===== src/rtl/rtc_pkg.sv =====
package rtc_pkg;

    typedef struct packed {
        logic [7:0] sec;
        logic [7:0] min;
        logic [7:0] hour;
        logic [7:0] date;
        logic [7:0] mon;
        logic [7:0] wday;
        logic [7:0] year;
    } rtc_regs_t;

    typedef enum logic [2:0] {
        FLD_SEC  = 3'd0,
        FLD_MIN  = 3'd1,
        FLD_HOUR = 3'd2,
        FLD_DATE = 3'd3,
        FLD_MON  = 3'd4,
        FLD_WDAY = 3'd5,
        FLD_YEAR = 3'd6,
        FLD_NONE = 3'd7
    } rtc_field_e;

    localparam logic [7:0] MASK_SEC  = 8'hFF;
    localparam logic [7:0] MASK_MIN  = 8'h7F;
    localparam logic [7:0] MASK_HOUR = 8'hBF;
    localparam logic [7:0] MASK_DATE = 8'h3F;
    localparam logic [7:0] MASK_MON  = 8'h1F;
    localparam logic [7:0] MASK_WDAY = 8'h07;
    localparam logic [7:0] MASK_YEAR = 8'hFF;

endpackage


===== src/rtl/rtc_bcd_step.sv =====
module rtc_bcd_step #(
    parameter int DIGITS = 2,
    localparam int W = 4 * DIGITS
) (
    input  logic [W-1:0] val_i,
    input  logic [W-1:0] lo_i,
    input  logic [W-1:0] hi_i,
    output logic [W-1:0] nxt_o,
    output logic         wrap_o
);
    logic [DIGITS-1:0] cy;
    logic [W-1:0]      inc;

    assign cy[0] = 1'b1;

    for (genvar g = 0; g < DIGITS; g++) begin : g_dig
        logic [3:0] dig;
        assign dig = val_i[4*g +: 4];
        assign inc[4*g +: 4] = cy[g] ? ((dig == 4'd9) ? 4'd0 : dig + 4'd1) : dig;
        if (g < DIGITS - 1) begin : g_cy
            assign cy[g+1] = cy[g] & (dig == 4'd9);
        end
    end

    assign wrap_o = (val_i == hi_i);
    assign nxt_o  = wrap_o ? lo_i : inc;
endmodule


===== src/rtl/rtc_hour_step.sv =====
module rtc_hour_step (
    input  logic [7:0] hour_i,
    output logic [7:0] hour_o,
    output logic       day_o
);
    logic       mode12;
    logic [7:0] val;
    logic [7:0] lo;
    logic [7:0] hi;
    logic [7:0] nxt;
    logic       wrap;
    logic       at_eleven;
    logic       pm_n;

    assign mode12    = hour_i[7];
    assign val       = mode12 ? {3'b000, hour_i[4:0]} : {1'b0, hour_i[6:0]};
    assign lo        = mode12 ? 8'h01 : 8'h00;
    assign hi        = mode12 ? 8'h12 : 8'h23;
    assign at_eleven = (hour_i[4:0] == 5'h11);

    rtc_bcd_step #(.DIGITS(2)) u_step (
        .val_i  (val),
        .lo_i   (lo),
        .hi_i   (hi),
        .nxt_o  (nxt),
        .wrap_o (wrap)
    );

    always_comb begin
        pm_n = hour_i[5] ^ at_eleven;
        if (mode12) begin
            hour_o = {1'b1, nxt[6], pm_n, nxt[4:0]};
            day_o  = at_eleven & hour_i[5];
        end else begin
            hour_o = nxt;
            day_o  = wrap;
        end
    end
endmodule


===== src/rtl/rtc_month_end.sv =====
module rtc_month_end (
    input  logic [7:0] mon_i,
    input  logic [7:0] year_i,
    output logic [7:0] last_o
);
    logic leap;

    assign leap = ((({4'd0, year_i[7:4]} * 8'd10) + {4'd0, year_i[3:0]}) % 8'd4) == 8'd0;

    always_comb begin
        case (mon_i)
            8'h02:                      last_o = leap ? 8'h29 : 8'h28;
            8'h04, 8'h06, 8'h09, 8'h11: last_o = 8'h30;
            default:                    last_o = 8'h31;
        endcase
    end
endmodule


===== src/rtl/rtc_bcd_core.sv =====
module rtc_bcd_core #(
    parameter logic       RST_HALT = 1'b1,
    parameter logic [7:0] RST_YEAR = 8'h00,
    parameter logic [7:0] RST_WDAY = 8'h01
) (
    input  logic       clk,
    input  logic       rst_n,
    input  logic       tick_i,
    input  logic       wr_en_i,
    input  logic [2:0] wr_sel_i,
    input  logic [7:0] wr_data_i,
    output logic [7:0] sec_o,
    output logic [7:0] min_o,
    output logic [7:0] hour_o,
    output logic [7:0] date_o,
    output logic [7:0] month_o,
    output logic [7:0] wday_o,
    output logic [7:0] year_o
);
    import rtc_pkg::*;

    localparam rtc_regs_t RST_REGS = '{
        sec:  {RST_HALT, 7'h00},
        min:  8'h00,
        hour: 8'h00,
        date: 8'h01,
        mon:  8'h01,
        wday: RST_WDAY,
        year: RST_YEAR
    };

    rtc_regs_t st_d, st_q;

    logic [7:0] sec_nxt, min_nxt, hour_nxt, date_nxt, mon_nxt, wday_nxt, year_nxt;
    logic       sec_wrap, min_wrap, day_cy, date_wrap, mon_wrap;
    logic       wday_wrap_unused, year_wrap_unused;
    logic [7:0] last_day;
    logic       adv_d;

    rtc_bcd_step #(.DIGITS(2)) u_sec (
        .val_i ({1'b0, st_q.sec[6:0]}), .lo_i (8'h00), .hi_i (8'h59),
        .nxt_o (sec_nxt), .wrap_o (sec_wrap)
    );
    rtc_bcd_step #(.DIGITS(2)) u_min (
        .val_i (st_q.min), .lo_i (8'h00), .hi_i (8'h59),
        .nxt_o (min_nxt), .wrap_o (min_wrap)
    );
    rtc_hour_step u_hour (
        .hour_i (st_q.hour), .hour_o (hour_nxt), .day_o (day_cy)
    );
    rtc_month_end u_mend (
        .mon_i (st_q.mon), .year_i (st_q.year), .last_o (last_day)
    );
    rtc_bcd_step #(.DIGITS(2)) u_date (
        .val_i (st_q.date), .lo_i (8'h01), .hi_i (last_day),
        .nxt_o (date_nxt), .wrap_o (date_wrap)
    );
    rtc_bcd_step #(.DIGITS(2)) u_mon (
        .val_i (st_q.mon), .lo_i (8'h01), .hi_i (8'h12),
        .nxt_o (mon_nxt), .wrap_o (mon_wrap)
    );
    rtc_bcd_step #(.DIGITS(2)) u_wday (
        .val_i (st_q.wday), .lo_i (8'h01), .hi_i (8'h07),
        .nxt_o (wday_nxt), .wrap_o (wday_wrap_unused)
    );
    rtc_bcd_step #(.DIGITS(2)) u_year (
        .val_i (st_q.year), .lo_i (8'h00), .hi_i (8'h99),
        .nxt_o (year_nxt), .wrap_o (year_wrap_unused)
    );

    always_comb begin
        st_d  = st_q;
        adv_d = tick_i & ~st_q.sec[7] & ~wr_en_i;

        if (adv_d) begin
            st_d.sec = sec_nxt;
            if (sec_wrap) begin
                st_d.min = min_nxt;
                if (min_wrap) begin
                    st_d.hour = hour_nxt;
                    if (day_cy) begin
                        st_d.date = date_nxt;
                        st_d.wday = wday_nxt;
                        if (date_wrap) begin
                            st_d.mon = mon_nxt;
                            if (mon_wrap) begin
                                st_d.year = year_nxt;
                            end
                        end
                    end
                end
            end
        end

        if (wr_en_i) begin
            case (rtc_field_e'(wr_sel_i))
                FLD_SEC:  st_d.sec  = wr_data_i & MASK_SEC;
                FLD_MIN:  st_d.min  = wr_data_i & MASK_MIN;
                FLD_HOUR: st_d.hour = wr_data_i & MASK_HOUR;
                FLD_DATE: st_d.date = wr_data_i & MASK_DATE;
                FLD_MON:  st_d.mon  = wr_data_i & MASK_MON;
                FLD_WDAY: st_d.wday = wr_data_i & MASK_WDAY;
                FLD_YEAR: st_d.year = wr_data_i & MASK_YEAR;
                default:  ;
            endcase
        end
    end

    always_ff @(posedge clk or negedge rst_n) begin
        if (!rst_n) begin
            st_q <= RST_REGS;
        end else begin
            st_q <= st_d;
        end
    end

    assign sec_o   = st_q.sec;
    assign min_o   = st_q.min;
    assign hour_o  = st_q.hour;
    assign date_o  = st_q.date;
    assign month_o = st_q.mon;
    assign wday_o  = st_q.wday;
    assign year_o  = st_q.year;
endmodule


===== config.mk =====
export PLATFORM = sky130hd
export DESIGN_NAME = rtc_bcd_core
export DESIGN_NICKNAME = d
export VERILOG_FILES = /design/src/rtl/rtc_pkg.sv /design/src/rtl/rtc_bcd_step.sv /design/src/rtl/rtc_hour_step.sv /design/src/rtl/rtc_month_end.sv /design/src/rtl/rtc_bcd_core.sv
export SDC_FILE = /design/constraint.sdc
export NUM_CORES = 1
export LEC_CHECK = 0
export ABC_AREA = 1
export BUFFER_PORTS_ARGS = -buffer_cell sky130_fd_sc_hd__buf_2
export CORE_MARGIN = 8
export CORE_UTILIZATION = 50
export CTS_CLUSTER_SIZE = 24
export DETAILED_ROUTE_END_ITERATION = 8
export MAX_ROUTING_LAYER = met4
export PLACE_DENSITY = 0.72
export SYNTH_ARGS = -nofsm -noshare
export SYNTH_HDL_FRONTEND = slang
export SYNTH_SLANG_ARGS = --single-unit
export TNS_END_PERCENT = 10

===== constraint.sdc =====
create_clock -name clk -period 2.4 [get_ports clk]
set_clock_uncertainty 0.15 [all_clocks]
set_input_delay 0.24 -clock clk [delete_from_list [all_inputs] [get_ports clk]]
set_output_delay 0.24 -clock clk [all_outputs]
set_load 0.05 [all_outputs]

==> metrics.txt <==
# TYPE chip_impl_metric gauge
chip_impl_info{name="status",value="complete, no violations"} 1
chip_impl_info{name="netlist_top_cells_area",value="sky130_fd_sc_hd__dfrtp_1, sky130_fd_sc_hd__nand2_1, sky130_fd_sc_hd__inv_1, sky130_fd_sc_hd__nor2_1, sky130_fd_sc_hd__ha_1"} 1
chip_impl_metric{name="dp.final_hpwl",unit="mm"} 9.61
chip_impl_metric{name="antenna_violations_before_repair",unit=""} 0
chip_impl_metric{name="synth_nets",unit=""} 633
chip_impl_metric{name="synth_seq_cells",unit=""} 56
chip_impl_metric{name="setup-tns-final",unit="ns"} 0
chip_impl_metric{name="tritoncts.num_buffers",unit=""} 5
chip_impl_metric{name="first_global_vias",unit=""} 4198
chip_impl_metric{name="relSlewSlack",unit=""} 0.618
chip_impl_metric{name="worstPathRequired",unit="ns"} 2.49
chip_impl_info{name="combinational_family_with_the_most_area_after_synthesis",value="simple AND/OR/NAND/NOR gates"} 1
chip_impl_metric{name="postLayoutSetupSlackWorst",unit="ns"} 0.164
chip_impl_info{name="crit_start",value="min_o[1]"} 1
chip_impl_metric{name="final.period_utilization",unit=""} 0.932
chip_impl_metric{name="antennaDiodeCount",unit=""} 0
chip_impl_metric{name="timing.reg2reg.setup_slack",unit="ns"} 0.16
chip_impl_metric{name="worstPathMaxFanout",unit=""} 5
chip_impl_info{name="cts_tree",value="yes"} 1
chip_impl_metric{name="synth.lib_cells_used.distinct",unit=""} 41
chip_impl_metric{name="synth_compound_area_frac",unit=""} 0.140
chip_impl_info{name="worstSetupStartpointType",value="flip-flop"} 1
chip_impl_info{name="cell_family_contributing_the_most_delay_on_the_critical_path",value="simple AND/OR/NAND/NOR gates"} 1
chip_impl_metric{name="netlist.area_leader.share",unit=""} 0.308
chip_impl_metric{name="clk_latency",unit="ns"} 0.32
chip_impl_info{name="synth_ff_type",value="sky130_fd_sc_hd__dfrtp_1"} 1
chip_impl_info{name="synth_area_leader_cell",value="sky130_fd_sc_hd__dfrtp_1"} 1
chip_impl_metric{name="cts-htree-levels",unit=""} 2
chip_impl_metric{name="grt_start_max_net_pins",unit=""} 31
chip_impl_metric{name="postRouteWirelength",unit="mm"} 12.5
chip_impl_metric{name="area_delta_synth_final",unit="%"} 19.2
chip_impl_metric{name="routed_wire_length_per_instance",unit="microns"} 15.6
chip_impl_metric{name="worst_ep_arrival_time",unit="ns"} 2.33
chip_impl_metric{name="detail_route.first_pass.iterations",unit=""} 6
chip_impl_metric{name="report.power.total",unit="mW"} 3.93
chip_impl_metric{name="async_reset_ff_frac",unit=""} 1.00
chip_impl_metric{name="maxCapViolations",unit=""} 0
chip_impl_metric{name="io_pins",unit=""} 71
chip_impl_info{name="end_kind",value="flip-flop"} 1
chip_impl_metric{name="synthesis.area_per_instance",unit="sq um"} 7.05
chip_impl_metric{name="path_buf_inv",unit=""} 1
chip_impl_metric{name="synth-simple-area-share",unit=""} 0.347
chip_impl_metric{name="chipHeight",unit="microns"} 108
chip_impl_metric{name="final.min_clock_period",unit="ns"} 2.24
chip_impl_metric{name="chipWidth",unit="microns"} 108
chip_impl_metric{name="route.antenna.remaining_nets",unit=""} 0
chip_impl_metric{name="setup_viol",unit=""} 0
chip_impl_metric{name="row_count",unit=""} 33
chip_impl_metric{name="grt_first_pass_wirelength",unit="mm"} 20.3
chip_impl_info{name="synth_commonest_cells",value="sky130_fd_sc_hd__nand2_1, sky130_fd_sc_hd__inv_1, sky130_fd_sc_hd__nor2_1"} 1
chip_impl_metric{name="grt.overflow.total",unit=""} 0
chip_impl_metric{name="die-area",unit="sq mm"} 0.0117
chip_impl_metric{name="yosys.area_share.xor_xnor",unit=""} 0.0207
chip_impl_info{name="cts-root-buf",value="sky130_fd_sc_hd__clkbuf_8"} 1
chip_impl_metric{name="gp_congestion",unit=""} 0.921
chip_impl_metric{name="power.density_cell_area",unit="mW/mm^2"} 779
chip_impl_metric{name="placed_area",unit="sq mm"} 0.00476
chip_impl_metric{name="share_of_post_route_cells_with_drive_strength_above_1",unit=""} 0.236
chip_impl_metric{name="vdd_drop_max",unit="mV"} 0.543
chip_impl_metric{name="yosys-mux-area-fraction",unit=""} 0
chip_impl_metric{name="finalHoldViolations",unit=""} 0
chip_impl_metric{name="drt-vias-per-instance",unit=""} 5.50
chip_impl_info{name="rr_startpoint",value="min_o[1]"} 1
chip_impl_metric{name="post-route-drc-count",unit=""} 0
chip_impl_metric{name="cts.sinks",unit=""} 56
chip_impl_metric{name="number_of_drc_markers_after_the_initial_detailed_route_iteration",unit=""} 241
chip_impl_metric{name="synth-seq-area-share",unit=""} 0.332
chip_impl_metric{name="route.vias.total",unit=""} 4399
chip_impl_metric{name="gr-usage-all-layers",unit=""} 0.220
chip_impl_metric{name="clk_pin_slew",unit="ns"} 0.11
chip_impl_metric{name="ys.warnings.count",unit=""} 0
chip_impl_metric{name="io_buffer_count",unit=""} 70
chip_impl_metric{name="initial_core_utilization",unit=""} 0.515
chip_impl_metric{name="p_leak",unit="nW"} 2.69
chip_impl_metric{name="count_of_flip_flops_with_a_built_in_enable_after_synthesis",unit=""} 0
chip_impl_metric{name="worstMarginPinSlew",unit="ns"} 0.565
chip_impl_info{name="synthMostInstantiatedCell",value="sky130_fd_sc_hd__nand2_1"} 1
chip_impl_info{name="min-delay-start",value="wr_data_i[4]"} 1
chip_impl_metric{name="timing_max_transition_violations_final",unit=""} 0
chip_impl_metric{name="coreArea",unit="sq mm"} 0.00822
chip_impl_metric{name="cts-root-to-sink-buffers",unit=""} 2
chip_impl_metric{name="max_stage_delay",unit="ns"} 0.41
chip_impl_metric{name="holdWs",unit="ns"} 0.0263
chip_impl_metric{name="syn_inst",unit=""} 600
chip_impl_metric{name="maxClockFrequency",unit="GHz"} 0.447
chip_impl_metric{name="place_worst_setup_slack",unit="ns"} 0.120
chip_impl_info{name="cp_slowest_cell",value="sky130_fd_sc_hd__dfrtp_1"} 1
chip_impl_metric{name="fin_area",unit="sq mm"} 0.00504
chip_impl_info{name="min_path_type",value="in2reg"} 1
chip_impl_info{name="crit_path_cell_trace",value="inv_1 -> ha_1 -> nand3_2 -> nor2_4 -> nand3_1 -> nor2_1 -> nand2_4 -> nor2_2 -> nand2_1 -> a22oi_2"} 1
chip_impl_metric{name="nets",unit=""} 727
chip_impl_metric{name="synth_area_in_adders",unit=""} 0.0532
chip_impl_metric{name="syn-cell-area",unit="sq mm"} 0.00423
chip_impl_info{name="timing.setup.critical_path_class",value="reg2reg"} 1
per-layer routing:
layer	part of all wire	global-route usage
met5	0	-
met3	0.050	0.0315
met4	0.028	0.0763
met2	0.48	0.366
met1	0.44	0.266
final timing paths:
check | end | cells after the start
min in group asynchronous | hour_o[2] | 3
setup / recovery | date_o[5] | 10
max in group asynchronous | sec_o[7] | 3
hold reg to reg | sec_o[7] | 2
setup reg to reg | date_o[5] | 10
hold / removal | month_o[4] | 3
worst register-to-register path: stages, from the launching register on:
cell and delay (ns):
sky130_fd_sc_hd__dfrtp_1 0.41, sky130_fd_sc_hd__inv_1 0.10, sky130_fd_sc_hd__ha_1 0.17, sky130_fd_sc_hd__nand3_2 0.17, sky130_fd_sc_hd__nor2_4 0.21, sky130_fd_sc_hd__nand3_1 0.18, sky130_fd_sc_hd__nor2_1 0.36, sky130_fd_sc_hd__nand2_4 0.10
sky130_fd_sc_hd__nor2_2 0.11, sky130_fd_sc_hd__nand2_1 0.08, sky130_fd_sc_hd__a22oi_2 0.13
logic make-up (layout without fill, tap and decap cells):
group                    count (synthesis)  count (layout)
AO/OA/AOI/OAI                          104             104
AND/OR/NAND/NOR                        293             293
adder cells (fa/ha/maj)                 18              18
buffers and inverters                  119             214
flip-flops                              56              56
XOR/XNOR                                10              10
metrics by stage:
step | util | std cells
finish | 0.614 | 800
global route | 0.614 | 800
floorplan | - | 600
global placement | 0.580 | 779
CTS | 0.597 | 789
detailed placement | 0.580 | 779
layout make-up:
cell class | count | area [sq um]
timing repair buffer | 93 | 553
clock inverter | 1 | 30.0
sequential | 56 | 1410
clock buffer | 7 | 96.3
tap | 105 | 131
fill | 735 | 3170
inverter | 113 | 427
multi-input combinational | 425 | 2390
cells in the final DEF, fill, tap and decap left out, drive strengths merged:
cell / n
nand2: 120
inv: 112
buf: 91
nor2: 80
dfrtp: 52
nand3: 51
o21ai: 45
a21oi: 31
nand4: 20
ha: 18
nor3: 16
xor2: 10
a31oi: 7
clkbuf: 7
a22oi: 7
a211oi: 4
dfstp: 4
nand3b: 4
o31ai: 2
o221ai: 2
o22ai: 2
dlygate4sd3: 2
o2111ai: 1
o32ai: 1
or2: 1
a21o: 1
o41ai: 1
clkinv: 1
nor3b: 1
bufinv: 1
flip-flops by register name, indices dropped and copies added, names as in the netlist:
signal,count
sec_o,8
wday_o,8
year_o,8
month_o,8
date_o,8
min_o,8
hour_o,8
timing repair:
action | 4_1_cts | 5_1_grt
endpoints found under the hold margin | 53 | 0
resized for setup | 0 | 9
hold buffers | 2 | 0
setup buffers | 0 | 11
setup endpoints to repair | 0 | 22
power breakdown:
group | internal, mW | switching [mW] | total [mW]
Sequential | 1.14 | 0.248 | 1.39
Clock | 0.369 | 0.326 | 0.695
Combinational | 0.496 | 1.35 | 1.85
Total | 2.00 | 1.93 | 3.93
Power figures use the tool's default switching activity.
